`src/rtl/qpc_pkg.sv`:
```
`timescale 1ns/1ps
package qpc_pkg;
  localparam int NUM_CH   = 2;
  localparam int CH_A     = 0;
  localparam int CH_B     = 1;
  localparam int SYNC_LEN = 2;
  localparam logic FLAG_UP   = 1'b1;
  localparam logic FLAG_DOWN = 1'b0;
endpackage

```
`src/rtl/qpc_sync.sv`:
```
`timescale 1ns/1ps
module qpc_sync #(
  parameter int N_CH   = 2,
  parameter int STAGES = 2
) (
  input  logic            clk,
  input  logic            rst_n,
  input  logic [N_CH-1:0] din,
  output logic [N_CH-1:0] lvl
);
  for (genvar c = 0; c < N_CH; c++) begin : g_ch
    logic [STAGES-1:0] chain;
    always_ff @(posedge clk or negedge rst_n) begin
      if (!rst_n) chain <= '0;
      else        chain <= {chain[STAGES-2:0], din[c]};
    end
    assign lvl[c] = chain[STAGES-1];
  end
endmodule

```
`src/rtl/qpc_edge.sv`:
```
`timescale 1ns/1ps
module qpc_edge #(
  parameter int N_CH = 2
) (
  input  logic            clk,
  input  logic            rst_n,
  input  logic [N_CH-1:0] lvl,
  output logic [N_CH-1:0] rise
);
  logic [N_CH-1:0] prev;
  always_ff @(posedge clk or negedge rst_n) begin
    if (!rst_n) prev <= '0;
    else        prev <= lvl;
  end
  assign rise = lvl & ~prev;
endmodule

```
`src/rtl/qpc_dir.sv`:
```
`timescale 1ns/1ps
module qpc_dir
  import qpc_pkg::*;
(
  input  logic clk,
  input  logic rst_n,
  input  logic clr,
  input  logic sample_en,
  input  logic sample_lvl,
  output logic dir_q,
  output logic dir_next
);
  always_comb dir_next = sample_en ? sample_lvl : dir_q;

  always_ff @(posedge clk or negedge rst_n) begin
    if (!rst_n)   dir_q <= FLAG_UP;
    else if (clr) dir_q <= FLAG_UP;
    else          dir_q <= dir_next;
  end
endmodule

```
`src/rtl/qpc_count.sv`:
```
`timescale 1ns/1ps
module qpc_count #(
  parameter int WIDTH = 16
) (
  input  logic                    clk,
  input  logic                    rst_n,
  input  logic                    clr,
  input  logic                    step_en,
  input  logic                    count_up,
  output logic signed [WIDTH-1:0] pos,
  output logic                    step_valid
);
  localparam logic signed [WIDTH-1:0] ONE = WIDTH'(1);

  always_ff @(posedge clk or negedge rst_n) begin
    if (!rst_n) begin
      pos        <= '0;
      step_valid <= 1'b0;
    end else if (clr) begin
      pos        <= '0;
      step_valid <= 1'b0;
    end else begin
      step_valid <= step_en;
      if (step_en) pos <= count_up ? pos + ONE : pos - ONE;
    end
  end
endmodule

```
`src/rtl/quad_pos_counter.sv`:
```
`timescale 1ns/1ps
module quad_pos_counter
  import qpc_pkg::*;
#(
  parameter int WIDTH = 16
) (
  input  logic                    clk,
  input  logic                    rst_n,
  input  logic                    clr,
  input  logic                    enc_a,
  input  logic                    enc_b,
  output logic signed [WIDTH-1:0] position,
  output logic                    dir_up,
  output logic                    step_valid
);
  logic [NUM_CH-1:0] raw_in;
  logic [NUM_CH-1:0] lvl;
  logic [NUM_CH-1:0] rise;
  logic rise_a, rise_b, lvl_a;
  logic dir_next;
  logic step_en;

  assign raw_in[CH_A] = enc_a;
  assign raw_in[CH_B] = enc_b;

  qpc_sync #(.N_CH(NUM_CH), .STAGES(SYNC_LEN)) u_sync (
    .clk(clk), .rst_n(rst_n), .din(raw_in), .lvl(lvl)
  );

  qpc_edge #(.N_CH(NUM_CH)) u_edge (
    .clk(clk), .rst_n(rst_n), .lvl(lvl), .rise(rise)
  );

  assign rise_a  = rise[CH_A];
  assign rise_b  = rise[CH_B];
  assign lvl_a   = lvl[CH_A];
  assign step_en = |rise;

  qpc_dir u_dir (
    .clk(clk), .rst_n(rst_n), .clr(clr),
    .sample_en(rise_b), .sample_lvl(lvl_a),
    .dir_q(dir_up), .dir_next(dir_next)
  );

  qpc_count #(.WIDTH(WIDTH)) u_count (
    .clk(clk), .rst_n(rst_n), .clr(clr),
    .step_en(step_en), .count_up(dir_next),
    .pos(position), .step_valid(step_valid)
  );
endmodule

```
`config.mk`:
```
export PLATFORM = sky130hd
export DESIGN_NAME = quad_pos_counter
export DESIGN_NICKNAME = d
export VERILOG_FILES = /design/src/rtl/qpc_pkg.sv /design/src/rtl/qpc_sync.sv /design/src/rtl/qpc_edge.sv /design/src/rtl/qpc_dir.sv /design/src/rtl/qpc_count.sv /design/src/rtl/quad_pos_counter.sv
export SDC_FILE = /design/constraint.sdc
export NUM_CORES = 1
export LEC_CHECK = 0
export ABC_AREA = 1
export CORE_MARGIN = 3
export CORE_UTILIZATION = 45
export DETAILED_ROUTE_END_ITERATION = 10
export DONT_BUFFER_PORTS = 1
export PLACE_DENSITY_LB_ADDON = 0.1
export SYNTH_ARGS = -nofsm -noshare
export SYNTH_HDL_FRONTEND = slang
export SYNTH_SLANG_ARGS = --single-unit
export TNS_END_PERCENT = 100
```
`constraint.sdc`:
```
create_clock -name clk -period 2.5 [get_ports clk]
set_input_delay 0.75 -clock clk [delete_from_list [all_inputs] [get_ports clk]]
set_output_delay 0.75 -clock clk [all_outputs]
set_load 0.1 [all_outputs]
```
### Yosys cells after proc, flatten, opt, wreduce, memory -nomap -nowiden

Index checks and enable logic that the tools add are counted.

| word-level totals | value |
|---|---|
| flip-flop bits (word level) | 24 |
| input port bits | 5 |
| output and inout bits | 18 |
| word-level logic and storage cells | 18 |

| operators by class | value |
|---|---|
| add/sub/neg operators | 2 |
| muxes and demuxes | 6 |
| bitwise gates (word level) | 2 |
| reduce and logical (&&, ||, !) cells | 2 |

Operators by type and width:

| operator | count |
|---|---|
| $mux 16 | 3 |
| $add 16x2->16 const B | 1 |
| $sub 16x2->16 const B | 1 |
| $mux 1 | 3 |
| $and 2x2->2 | 1 |
| $not 2->2 | 1 |
| $reduce_bool 2->1 | 1 |
| $reduce_or 2->1 | 1 |

### Depth between registers and ports, before layout

| logic depth | value |
|---|---|
| word-level depth | 6 |
| gate-level depth with buffers | 18 |
| depth with buffers taken out | 18 |

### Modules after synthesis

From an unflattened synthesis, not the netlist that was laid out.

| unflattened totals | value |
|---|---|
| cell total of the unflattened synthesis | 260 |
| area, all modules | 1752.9 um2 |

Modules (own cells, without submodules):

| module | times used | cells an instance | area each (um2) | seq. area each (um2) |
|---|---|---|---|---|
| qpc_count | 1 | 238 | 1498.9 | 425.4 |
| qpc_sync | 1 | 6 | 115.1 | 100.1 |
| qpc_edge | 1 | 6 | 70.1 | 50.0 |
| qpc_dir | 1 | 7 | 57.6 | 26.3 |
| quad_pos_counter | 1 | 3 | 11.3 | 0.0 |

### Least setup slack after synthesis

Ideal clock, no wire load.

| timing path | value |
|---|---|
| path type | reg-to-reg |
| from | register u_dir.dir_q |
| to | register u_count.pos[14] |
| library setup time | 120 ps |
| arrival time | 2177 ps |
| data required time | 2380 ps |
| path slack | 203 ps |
| cell stages (with the launch flop) | 15 |
| path buffers | 1 |
| cells stage by stage | dfstp_2 -> inv_1 -> nand2_2 -> nand2_4 -> buf_6 -> ha_1 -> inv_1 -> nor2_1 -> nand3_1 -> nor2_1 -> nand2_1 -> nand2_1 -> nand2_1 -> nand3_1 -> nand2_1 |

| on the way | value |
|---|---|
| cells in the longest elaborated chain, start to end | 4 |

Ends and longest elaborated chain:

| item | line | text |
|---|---|---|
| start: declaration | qpc_dir.sv:10 | `output logic dir_q,` |
| start signal: assignment | qpc_dir.sv:18 | `else dir_q <= dir_next;` |
| $mux 1 | qpc_dir.sv:13 | `always_comb dir_next = sample_en ? sample_lvl : dir_q;` |
| $mux 16 (2 in series) | qpc_count.sv:24 | `if (step_en) pos <= count_up ? pos + ONE : pos - ONE;` |
| $mux 16 | qpc_count.sv:19 | `end else if (clr) begin` |
| end signal: assignment | qpc_count.sv:24 |  |
| end: declaration | qpc_count.sv:10 | `output logic signed [WIDTH-1:0] pos,` |

No other way between the ends. The select of a mux whose other input is x is not followed.
A chain may end at the register's enable or synchronous reset.

### Final worst setup path

Same ends and word-level chain as after synthesis.

==> impl_results.md <==
* Setup TNS at 0 ps
* Antenna-violating nets left at 0
* Synth Instances at 262
* Final min period at 2050 ps
* FF+latch count, synth at 24
* WL final at 4.21 mm
* Post-Synth Adder-Cell Area at 0.0211
* FP Rows at 22
* GPL Wtd Cong at 0.894
* Crit path max-delay family: simple AND/OR/NAND/NOR gates
* Vias in the first global route at roughly 1600
* Leakage at 0.00105 uW
* # hold bufs at CTS at 0
* Synth Area in XOR/XNOR at 0.00493
* Critical-path cell list: inv_1 > nand2_2 > nand2_4 > ha_1 > inv_1 > nor2_1 > nand3_1 > nor2_1 > nand2_1 > nand2_1 > nand2_1 > nand3_1 > nand2_1
* Share of power burned in the clock network at 0.256
* Peak supply drop at between 300 and 400 uV
* Required time of the worst setup path at 2670 ps
* Share of cells above drive strength 1 at 0.196
* Setup Viol. Count Final at 0
* GRT Residual Overflow at 0
* Synth top cells by count: 81 x nand2_1, 35 x inv_1, 26 x nand3_1, 23 x dfrtp_1, 19 x nand2_2
* Register share of total power at 0.335
* Diodes inserted at 0
* Worst-Skew Late Latency at 270 ps
* Final hold vios at 0
* Fin Clk Skew at slightly above 4 ps
* CP endpoint kind: flip-flop
* Net count after synthesis at 270
* Met3 usage at 0.0373
* Largest net degree at the start of global routing at 25
* Hold Path Class: in -> async
* Cell taking the most area after synthesis: dfrtp_1
* TritonRoute pass-1 iters at 4
* CTS tree: built
* Synth area leaders: dfrtp_1 32%, nand2_1 17%, inv_1 7.4%
* DRC at 0
* Net Switching at about 580 uW
* CP max FO at 18
* Die Wd at 68.8 um
* Fillers at 389
* Share of the synthesized area in the top cell type at 0.324
* Post-synth EDFFs at 0
* Count of input and output buffers at 0
* Simple-gate share of the synthesized area at 0.375
* Clock sink count at 24
* Switching Share at 0.432
* Compound-cell area share of the yosys netlist at 0.146
* Routed len/inst at approximately 13 um
* First-pass GRT wire length at between 7 and 8 mm
* Sequential cell area at between 600 and 700 um2
* Routing usage on met1 at 0.295
* Area of the die at roughly 4700 um2
* Count leader, synth: nand2_1
* Actual slew at the worst max-slew pin at 429 ps
* CP most frequent cell: nand2_1
* Buf+Inv Stages, Crit Path at 2
* Initial antenna violation count at 0
* Clock root buffer: clkbuf_8
* Period utilization at 0.819
* CP startpoint kind: flip-flop
* Unrepaired setup endpoints after global routing: false
* Largest family of logic cells by synthesized area: simple AND/OR/NAND/NOR gates
* Total track usage at 0.207
* Max Freq at 0.489 GHz
* Post-route insts no fill at between 300 and 400
* Pwr dens at 670 nW/um2
* Fin. max-slew vios at 0
* Slowest-stage cell, CP: dfstp_2
* H-tree levels at 1
* Synth warn at 0
* Area growth syn-to-layout at 12.6%
* Placed cells at 325
* Die height at 68.8 um
* Setup bufs post-CTS at 0
* Outcome: complete, no violations
* Worst slew margin at 0.714
* Ports at 23
* Sequential element share of the synthesized area at 0.339
* Core box area at 3740 um2
* Arr. time, crit path at about 2200 ps
* Initial Util at 0.475
* Post-CTS sizing at 0
* Vias per Instance at 5.25
* Grt met2 use at 0.317
* Async SR Flop Fraction at 1.00
* Nets@finish at 290
* CTS Buf Count at 3
* Combinational Power Share at 0.409
* Cell Area, Synth at about 1800 um2
* Crit-path max cell delay at 560 ps
* Max-cap violation count at 0
* Clk buf depth at 2
* Setup Crit Path Kind: reg -> reg
* Most Used Layer, Global Route: met2
* Internal power at between 700 and 800 uW
* DP Wirelength at between 3 and 4 mm
* Worst-path clk slew at ~90 ps
* Post-synthesis mux area share at 0
* Area of the multi-input gates at 971 um2
* Post-synth cell types at 27
* Routed via count at about 1700
* Most used DFF post-synth: dfrtp_1
* Synthesized area per cell at between 6 and 7 um2
* DRT iter0 DRCs at approximately 120
-- stage by stage --
stage          power (uW)  area [um2]  setup WS [ps]   util  hold WS (ps)
2_1_floorplan         904        1780            203      -           331
3_5_place_dp         1000        1930            449  0.515           338
4_1_cts              1360        2000            423  0.534           150
6_report             1340        2000            453  0.534           162
3_3_place_gp         1000        1930            450  0.515           335
5_1_grt              1420        2000            189  0.534           147
-- placed cells by master, fill, tap and decap left out --
master     instances
dfstp_2            1
a21oi_1           12
nand3_1           26
o22ai_1            1
o21bai_1           2
nor3_1             1
a41oi_2            1
dfrtp_1           23
clkbuf_8           3
o32ai_1            1
nand3b_1           1
inv_2              6
nor2_1            14
o21ai_1            1
nor2_2             3
bufinv_16          1
inv_1             35
o21ai_0           14
nand2_1           81
xor2_1             1
nand2_4            2
nand2_2           19
a41oi_1            8
o31ai_1            1
buf_4             19
ha_1               3
nand4_1            1
-- registers in the layout (all words and copies together) (netlist names) --
signal,flops
u_count.pos,16
u_sync.g_ch.chain,4
u_count.step_valid,1
u_dir.dir_q,1
u_edge.prev,2
-- power groups by stage --
stage	Clock (uW)	Sequential (uW)	Combinational [uW]
floorplan	0	659	246
CTS	362	449	550
detailed placement	0	457	547
finish	343	449	548
global placement	0	456	548
global route	367	454	597
-- per-layer routing --
metal / share of wire / vias up / routed length (um)
met3: 0.065 / 7 / 275
met5: 0 / - / 0
met4: 0.014 / 0 / 57
met2: 0.44 / 47 / 1870
li1: - / 889 / -
met1: 0.48 / 785 / 2010
-- worst register-to-register path, delay by kind of cell, from the launching register on --
family | cells | cell delay, ps
buffers and inverters | 2 | 150
DFF | 1 | 560
adders and majority gates | 1 | 420
and+or+nand+nor | 10 | 820
-- worst paths after layout --
| path | cells past startpoint | slack (ps) | from | end |
|---|---|---|---|---|
| min in group clk | 0 | 350 | u_sync.g_ch[0].chain[0]$_DFF_PN0_ | u_sync.g_ch[0].chain[1]$_DFF_PN0_ |
| max | 13 | 450 | u_dir.dir_q$_DFF_PN1_ | u_count.pos[14]$_DFFE_PN0P_ |
| min | 0 | 160 | rst_n | u_count.pos[14]$_DFFE_PN0P_ |
| min reg2reg | 0 | 350 | u_sync.g_ch[0].chain[0]$_DFF_PN0_ | u_sync.g_ch[0].chain[1]$_DFF_PN0_ |
| max reg2reg | 13 | 450 | u_dir.dir_q$_DFF_PN1_ | u_count.pos[14]$_DFFE_PN0P_ |
| max in group asynchronous | 0 | 2160 | rst_n | u_dir.dir_q$_DFF_PN1_ |
-- cell type report --
class | count | area share
inverter | 41 | 0.0769
clock inverter | 1 | 0.0150
timing repair buffer | 19 | 0.0713
tap | 48 | 0.0300
multi-input combinational | 193 | 0.485
clock buffer | 3 | 0.0206
sequential | 24 | 0.301
-- cell families after synthesis --
logic type,count (synthesis)
simple gates,148
flops,24
compound gates,41
fa+ha+maj,3
buf+inv,45
xor+xnor,1
Power figures use the tool's default switching activity.
